`src/rtl/mgmt_access_pkg.sv`:
```
package mgmt_access_pkg;

  typedef enum logic [2:0] {
    ST_RESET,
    ST_INIT_WAIT,
    ST_SETTLE,
    ST_IDLE,
    ST_READ_WAIT,
    ST_WRITE_WAIT
  } ctrlState_t;

  // strobes from the sequencer to the datapath
  typedef struct packed {
    logic loadReq;   // latch the user request fields
    logic issueRd;   // raise the read strobe next cycle
    logic issueWr;   // raise the write strobe next cycle
    logic captureRd; // latch read data and pulse valid
  } ctrlStrobes_t;

endpackage

```
`src/rtl/mgmt_access_seq.sv`:
```
module mgmt_access_seq
  import mgmt_access_pkg::*;
#(
  parameter int SETTLE_CYCLES  = 2,
  parameter int TIMEOUT_CYCLES = 64
) (
  input  logic         clk,
  input  logic         rst_n,
  input  logic         initDone,
  input  logic         userReq,
  input  logic         userWrite,
  input  logic         rdAck,
  input  logic         wrAck,
  output logic         ifaceSel,
  output logic         userReady,
  output logic         busy,
  output logic         errTimeout,
  output ctrlStrobes_t strobes
);

  localparam int SETTLE_W  = (SETTLE_CYCLES  > 1) ? $clog2(SETTLE_CYCLES)  : 1;
  localparam int TIMEOUT_W = (TIMEOUT_CYCLES > 1) ? $clog2(TIMEOUT_CYCLES) : 1;
  localparam logic [SETTLE_W-1:0]  SETTLE_LAST  = SETTLE_W'(SETTLE_CYCLES - 1);
  localparam logic [TIMEOUT_W-1:0] TIMEOUT_LAST = TIMEOUT_W'(TIMEOUT_CYCLES - 1);

  ctrlState_t            state;
  logic [SETTLE_W-1:0]   settleCnt;
  logic [TIMEOUT_W-1:0]  waitCnt;
  logic                  accept;
  logic                  waitExpired;

  assign userReady   = (state == ST_IDLE) && initDone;
  assign accept      = userReady && userReq;
  assign busy        = (state == ST_READ_WAIT) || (state == ST_WRITE_WAIT);
  assign waitExpired = (waitCnt == TIMEOUT_LAST);

  always_comb begin
    strobes           = '0;
    strobes.loadReq   = accept;
    strobes.issueRd   = accept && !userWrite;
    strobes.issueWr   = accept && userWrite;
    strobes.captureRd = (state == ST_READ_WAIT) && rdAck;
  end

  always_ff @(posedge clk) begin
    if (!rst_n) begin
      state      <= ST_RESET;
      ifaceSel   <= 1'b0;
      settleCnt  <= '0;
      waitCnt    <= '0;
      errTimeout <= 1'b0;
    end else begin
      unique case (state)
        ST_RESET: state <= ST_INIT_WAIT;
        ST_INIT_WAIT: begin
          if (initDone) begin
            ifaceSel  <= 1'b1;
            settleCnt <= '0;
            state     <= ST_SETTLE;
          end
        end
        ST_SETTLE: begin
          if (!initDone) begin
            ifaceSel <= 1'b0;
            state    <= ST_INIT_WAIT;
          end else if (settleCnt == SETTLE_LAST) begin
            state <= ST_IDLE;
          end else begin
            settleCnt <= settleCnt + 1'b1;
          end
        end
        ST_IDLE: begin
          if (!initDone) begin
            ifaceSel <= 1'b0;
            state    <= ST_INIT_WAIT;
          end else if (accept) begin
            waitCnt <= '0;
            state   <= userWrite ? ST_WRITE_WAIT : ST_READ_WAIT;
          end
        end
        ST_READ_WAIT: begin
          if (rdAck) begin
            state <= ST_IDLE;
          end else if (waitExpired) begin
            errTimeout <= 1'b1;
            state      <= ST_IDLE;
          end else begin
            waitCnt <= waitCnt + 1'b1;
          end
        end
        ST_WRITE_WAIT: begin
          if (wrAck) begin
            state <= ST_IDLE;
          end else if (waitExpired) begin
            errTimeout <= 1'b1;
            state      <= ST_IDLE;
          end else begin
            waitCnt <= waitCnt + 1'b1;
          end
        end
        default: state <= ST_RESET;
      endcase
    end
  end

  // select only rises after init-done was seen
  assert_sel_after_init_R1: assert property (@(posedge clk) disable iff (!rst_n)
    $rose(ifaceSel) |-> $past(initDone));

  // never ready while the reconfiguration port owns the bus
  assert_no_ready_unselected_R2: assert property (@(posedge clk) disable iff (!rst_n)
    userReady |-> ifaceSel);

  // the error flag never drops outside reset
  assert_err_sticky_R10: assert property (@(posedge clk) disable iff (!rst_n)
    $past(errTimeout) |-> errTimeout);

  // no acceptance while an access is pending
  assert_no_accept_busy_R5: assert property (@(posedge clk) disable iff (!rst_n)
    busy |-> !userReady);

endmodule

```
`src/rtl/mgmt_access_dp.sv`:
```
module mgmt_access_dp
  import mgmt_access_pkg::*;
#(
  parameter int LANE_W = 4,
  parameter int MMD_W  = 5,
  parameter int ADDR_W = 16,
  parameter int DATA_W = 16
) (
  input  logic              clk,
  input  logic              rst_n,
  input  ctrlStrobes_t      strobes,
  input  logic [LANE_W-1:0] userLane,
  input  logic [MMD_W-1:0]  userMmd,
  input  logic [ADDR_W-1:0] userRegAddr,
  input  logic [DATA_W-1:0] userWrData,
  input  logic [DATA_W-1:0] mgmtRdData,
  output logic [LANE_W-1:0] mgmtLane,
  output logic [MMD_W-1:0]  mgmtMmd,
  output logic [ADDR_W-1:0] mgmtRegAddr,
  output logic [DATA_W-1:0] mgmtWrData,
  output logic              mgmtRdStrobe,
  output logic              mgmtWrStrobe,
  output logic              rdValid,
  output logic [DATA_W-1:0] rdData
);

  // request field holding registers
  always_ff @(posedge clk) begin
    if (!rst_n) begin
      mgmtLane    <= '0;
      mgmtMmd     <= '0;
      mgmtRegAddr <= '0;
      mgmtWrData  <= '0;
    end else if (strobes.loadReq) begin
      mgmtLane    <= userLane;
      mgmtMmd     <= userMmd;
      mgmtRegAddr <= userRegAddr;
      if (strobes.issueWr) mgmtWrData <= userWrData;
    end
  end

  // single-cycle strobes and read return
  always_ff @(posedge clk) begin
    if (!rst_n) begin
      mgmtRdStrobe <= 1'b0;
      mgmtWrStrobe <= 1'b0;
      rdValid      <= 1'b0;
      rdData       <= '0;
    end else begin
      mgmtRdStrobe <= strobes.issueRd;
      mgmtWrStrobe <= strobes.issueWr;
      rdValid      <= strobes.captureRd;
      rdData       <= strobes.captureRd ? mgmtRdData : '0;
    end
  end

  // read strobe lasts one cycle
  assert_rd_pulse_R3: assert property (@(posedge clk) disable iff (!rst_n)
    mgmtRdStrobe |=> !mgmtRdStrobe);

  // write strobe lasts one cycle and never overlaps a read strobe
  assert_wr_pulse_R4: assert property (@(posedge clk) disable iff (!rst_n)
    mgmtWrStrobe |=> !mgmtWrStrobe);
  assert_strobe_excl_R4: assert property (@(posedge clk) disable iff (!rst_n)
    !(mgmtRdStrobe && mgmtWrStrobe));

  // data is zero whenever valid is low
  assert_rd_zero_R6: assert property (@(posedge clk) disable iff (!rst_n)
    !rdValid |-> (rdData == '0));

endmodule

```
`src/rtl/mgmt_access_ctrl.sv`:
```
module mgmt_access_ctrl
  import mgmt_access_pkg::*;
#(
  parameter int LANE_W         = 4,
  parameter int MMD_W          = 5,
  parameter int ADDR_W         = 16,
  parameter int DATA_W         = 16,
  parameter int SETTLE_CYCLES  = 2,
  parameter int TIMEOUT_CYCLES = 64
) (
  input  logic              clk,
  input  logic              rst_n,
  input  logic              initDone,
  output logic              ifaceSel,
  input  logic              userReq,
  input  logic              userWrite,
  input  logic [LANE_W-1:0] userLane,
  input  logic [MMD_W-1:0]  userMmd,
  input  logic [ADDR_W-1:0] userRegAddr,
  input  logic [DATA_W-1:0] userWrData,
  output logic              userReady,
  output logic              rdValid,
  output logic [DATA_W-1:0] rdData,
  output logic              errTimeout,
  output logic [LANE_W-1:0] mgmtLane,
  output logic [MMD_W-1:0]  mgmtMmd,
  output logic [ADDR_W-1:0] mgmtRegAddr,
  output logic [DATA_W-1:0] mgmtWrData,
  output logic              mgmtRdStrobe,
  output logic              mgmtWrStrobe,
  input  logic              mgmtRdAck,
  input  logic              mgmtWrAck,
  input  logic [DATA_W-1:0] mgmtRdData
);

  ctrlStrobes_t strobes;
  logic         busy;

  mgmt_access_seq #(
    .SETTLE_CYCLES (SETTLE_CYCLES),
    .TIMEOUT_CYCLES(TIMEOUT_CYCLES)
  ) i_seq (
    .clk       (clk),
    .rst_n     (rst_n),
    .initDone  (initDone),
    .userReq   (userReq),
    .userWrite (userWrite),
    .rdAck     (mgmtRdAck),
    .wrAck     (mgmtWrAck),
    .ifaceSel  (ifaceSel),
    .userReady (userReady),
    .busy      (busy),
    .errTimeout(errTimeout),
    .strobes   (strobes)
  );

  mgmt_access_dp #(
    .LANE_W(LANE_W),
    .MMD_W (MMD_W),
    .ADDR_W(ADDR_W),
    .DATA_W(DATA_W)
  ) i_dp (
    .clk         (clk),
    .rst_n       (rst_n),
    .strobes     (strobes),
    .userLane    (userLane),
    .userMmd     (userMmd),
    .userRegAddr (userRegAddr),
    .userWrData  (userWrData),
    .mgmtRdData  (mgmtRdData),
    .mgmtLane    (mgmtLane),
    .mgmtMmd     (mgmtMmd),
    .mgmtRegAddr (mgmtRegAddr),
    .mgmtWrData  (mgmtWrData),
    .mgmtRdStrobe(mgmtRdStrobe),
    .mgmtWrStrobe(mgmtWrStrobe),
    .rdValid     (rdValid),
    .rdData      (rdData)
  );

  // age of the current select value, saturating at 3
  logic       selPrev;
  logic [1:0] selAge;
  always_ff @(posedge clk) begin
    if (!rst_n) begin
      selPrev <= 1'b0;
      selAge  <= 2'd3;
    end else begin
      selPrev <= ifaceSel;
      if (ifaceSel != selPrev) selAge <= 2'd0;
      else if (selAge != 2'd3) selAge <= selAge + 2'd1;
    end
  end

  // two settling cycles after a select change before any strobe
  assert_settle_gap_R2: assert property (@(posedge clk) disable iff (!rst_n)
    (mgmtRdStrobe || mgmtWrStrobe) |-> (selAge >= 2'd2));

  // every strobe follows an accepted request
  assert_strobe_after_accept_R3: assert property (@(posedge clk) disable iff (!rst_n)
    (mgmtRdStrobe || mgmtWrStrobe) |-> $past(userReady && userReq));

  // fields held while an access is pending
  assert_fields_held_R5: assert property (@(posedge clk) disable iff (!rst_n)
    (busy && $past(busy)) |-> ($stable(mgmtLane) && $stable(mgmtMmd) &&
                               $stable(mgmtRegAddr) && $stable(mgmtWrData)));

  // read valid only after a read acknowledge
  assert_valid_after_ack_R6: assert property (@(posedge clk) disable iff (!rst_n)
    rdValid |-> $past(mgmtRdAck));

endmodule

```
`config.mk`:
```
export PLATFORM = sky130hd
export DESIGN_NAME = mgmt_access_ctrl
export DESIGN_NICKNAME = d
export VERILOG_FILES = /design/src/rtl/mgmt_access_pkg.sv /design/src/rtl/mgmt_access_seq.sv /design/src/rtl/mgmt_access_dp.sv /design/src/rtl/mgmt_access_ctrl.sv
export SDC_FILE = /design/constraint.sdc
export NUM_CORES = 1
export LEC_CHECK = 0
export BUFFER_PORTS_ARGS = -buffer_cell sky130_fd_sc_hd__buf_2
export CAP_MARGIN = 20
export CORE_MARGIN = 2
export CORE_UTILIZATION = 45
export CTS_BUF_LIST = sky130_fd_sc_hd__clkbuf_16
export CTS_CLUSTER_SIZE = 25
export DETAILED_ROUTE_END_ITERATION = 8
export GPL_TIMING_DRIVEN = 0
export MAX_ROUTING_LAYER = met4
export PLACE_DENSITY = 0.77
export SLEW_MARGIN = 20
export SYNTH_ARGS = -nofsm -noshare
export SYNTH_HDL_FRONTEND = slang
export SYNTH_SLANG_ARGS = --single-unit
```
`constraint.sdc`:
```
create_clock -name clk -period 2 [get_ports clk]
set_input_delay 0.5 -clock clk [delete_from_list [all_inputs] [get_ports clk]]
set_output_delay 0.5 -clock clk [all_outputs]
set_load 0.005 [all_outputs]
```
==> impl_metrics.json <==
{
  "total_vias_in_the_final_route": 2555,
  "initial_core_util_pct": 46.7,
  "final_common_cell": "sky130_fd_sc_hd__buf_2",
  "tritoncts_clock_tree": "yes",
  "initialDrtViolationCount": 66,
  "syn_inst": 298,
  "tightestPinTransition_ps": 497,
  "gp_congestion": 0.797,
  "worst_path_max_delay_cell": "sky130_fd_sc_hd__dfxtp_1",
  "cts_htree_levels": 3,
  "layout.area.seq_mm2": 0.00144,
  "peakVddDrop_v": 0.000656,
  "final-hold-violation-count": 0,
  "clk_pin_slew_ps": 60,
  "drv.max_cap_violation_count": 0,
  "die_area_mm2": 0.00683,
  "synth_cell_types": 37,
  "clock_insertion_delay_worst_skew_ps": 320,
  "clock_tree.root_cell": "sky130_fd_sc_hd__clkbuf_16",
  "floorplan.core_area_mm2": 0.00596,
  "wl_per_cell_um": 13.2,
  "detailedPlacementHpwl_um": 4950,
  "synth.net_count": 363,
  "cts.repair_timing.setup_buffer_count": 0,
  "critPathRequiredTime_ps": 1500,
  "nNetsFinal": 499,
  "placement.cell_area_mm2": 0.00350,
  "async_reset_ff_share_pct": 0,
  "post_cts_resize_count": 0,
  "crit_path_kind": "reg -> out",
  "timing.final.crit_share_pct": 85.2,
  "cp-end-kind": "primary output",
  "ys.flop_type": "sky130_fd_sc_hd__dfxtp_1",
  "crit_path_start_kind": "register",
  "nFillCells": 505,
  "numPortBuffers": 125,
  "die_width_um": 82.6,
  "fp-row-count": 28,
  "route.detailed.drc": 0,
  "multi_input_comb_area_mm2": 0.00120,
  "yosysWarningCount": 0,
  "non_filler_cell_area_final_mm2": 0.00381,
  "numCtsBuffers": 9,
  "io_pins": 127,
  "chipHeight_um": 82.6,
  "mappedNetlistArea_mm2": 0.00278,
  "commonest_cells_after_routing_fill_and_taps_aside": "sky130_fd_sc_hd__buf_2, sky130_fd_sc_hd__nand2_1, sky130_fd_sc_hd__dfxtp_1",
  "rsz_0062_raised_after_global_routing": "false",
  "first_global_vias": 2303,
  "avgViaCountPerCell": 4.97,
  "register_bit_count_reported_by_yosys": 72,
  "drt_first_pass_iters": 4,
  "antenna_found_initial": 0,
  "slew_viol_final": 0,
  "setup-tns-final_ps": 0,
  "routed_wl_um": 6800,
  "worstPathMaxFanout": 8,
  "area_delta_synth_final_pct": 37.1,
  "report.final.setup_viol": 0,
  "cts_sinks": 72,
  "fin_worst_skew_ps": 4.14,
  "synth-edff-count": 0,
  "grt_first_pass_wirelength_um": 10300,
  "status": "completed",
  "fmax_mhz": 587,
  "layout-drive-gt1-share_pct": 36.2,
  "global_route.overflow_total": 0,
  "power_per_cell_area_mw_per_mm2": 871,
  "cp_cell_sequence": "and4b_4, buf_2",
  "cp_max_stage_delay_ps": 380,
  "maximum_number_of_pins_on_one_net_before_global_route_repair": 13,
  "synth_seq_area_share_pct": 51.8,
  "cts-root-to-sink-buffers": 2,
  "timing.max_slew.rel_slack_pct": 66.9,
  "min-delay-path-class": "in -> reg",
  "syn-mean-instance-area_um2": 9.33,
  "grt_usage_pct": 20.6,
  "regToRegSetupSlack_ps": 420,
  "route.antenna.remaining_nets": 0,
  "n_antenna_cell": 0,
  "cellLeakagePower_uw": 0.00171,
  "min_period_ps": 1700,
  "fin_total_pwr_uw": 3320,
  "crit_arrival_ps": 1200,
  "cts_hold_repair.buffers": 0
}
==> metal layers <==
layer  share of wire [%]  GRT usage, %  vias to the layer above  routed length (µm)
li1                    -             -                     1281                   -
met1                  43          23.8                     1157                2910
met2                  47          34.0                      105                3160
met3                 8.5          3.80                       12                 576
met4                 2.1          11.3                        0                 146
met5                   0             -                        -                   0
==> sequential cells by signal, indices dropped and copies added, names as in the netlist <==
| signal | count |
|---|---|
| i_dp.rdValid | 1 |
| i_dp.mgmtWrStrobe | 1 |
| i_dp.rdData | 16 |
| i_dp.mgmtLane | 4 |
| i_dp.mgmtRegAddr | 16 |
| i_seq.state | 3 |
| i_seq.settleCnt | 1 |
| i_seq.waitCnt | 6 |
| i_seq.errTimeout | 1 |
| i_dp.mgmtRdStrobe | 1 |
| i_seq.ifaceSel | 1 |
| i_dp.mgmtWrData | 16 |
| i_dp.mgmtMmd | 5 |
==> cells by family after synthesis <==
family / synth area share [%]
adder cells (fa/ha/maj): 0.450
flip-flops: 51.8
AND/OR/NAND/NOR: 22.9
multiplexers: 1.89
XOR/XNOR: 0.630
buffers and inverters: 5.17
AO/OA/AOI/OAI: 17.1
==> synth_stat cells (all sizes together) (2+ instances only) <==
| cell | count | area, µm² |
|---|---|---|
| o21ai | 7 | 35.0 |
| buf | 15 | 118 |
| nand3b | 3 | 22.5 |
| and2 | 18 | 115 |
| nor2 | 4 | 15.0 |
| nor3 | 2 | 10.0 |
| clkbuf | 6 | 22.5 |
| a21boi | 46 | 345 |
| nor3b | 2 | 15.0 |
| nand2 | 73 | 274 |
| dfxtp | 72 | 1440 |
| and4b | 2 | 23.8 |
| mux2i | 4 | 52.6 |
| o2111ai | 3 | 26.3 |
| o211ai | 2 | 28.8 |
| xor2 | 2 | 17.5 |
| nand3 | 24 | 120 |
==> worst paths after layout <==
| kind | depth (start not counted) | start | endpoint |
|---|---|---|---|
| hold reg to reg | 2 | i_dp.mgmtRegAddr[9] | i_dp.mgmtRegAddr[9] |
| setup reg to reg | 5 | i_seq.state[2] | i_dp.mgmtWrData[12] |
| setup / recovery | 2 | i_seq.state[2] | userReady |
| hold / removal | 2 | mgmtRdData[2] | i_dp.rdData[2] |
==> stage by stage <==
stage / setup slack [ps] / cells / hold slack (ps) / utilization, %
2_1_floorplan: 476 / 298 / 451 / -
3_3_place_gp: 289 / 498 / 438 / 58.8
3_5_place_dp: 274 / 498 / 444 / 58.8
4_1_cts: 289 / 514 / 369 / 64.0
5_1_grt: 255 / 514 / 370 / 64.0
6_report: 296 / 514 / 377 / 64.0
==> layout make-up <==
type                            count  share of cell area, %
Timing Repair Buffer              125                   16.4
Buffer                             21                   3.67
Tap cell                           75                   2.46
Multi-Input combinational cell    204                   31.4
Inverter                            1                 0.0984
Clock inverter                      7                   2.30
Clock buffer                        9                   5.91
Sequential cell                    72                   37.8
==> worst max-delay path: cells and delay by family, from the launching register on <==
| kind | cells | cell delay (ps) |
|---|---|---|
| and+or+nand+nor | 1 | 380 |
| buffers and inverters | 1 | 130 |
| DFF | 1 | 380 |
==> power by group <==
| group | switching (µW) | internal [µW] |
|---|---|---|
| logic | 93.4 | 107 |
| registers | 11.1 | 1450 |
| clock network | 580 | 1080 |
| total | 685 | 2640 |
No activity file was read; power rests on OpenSTA's default activity.
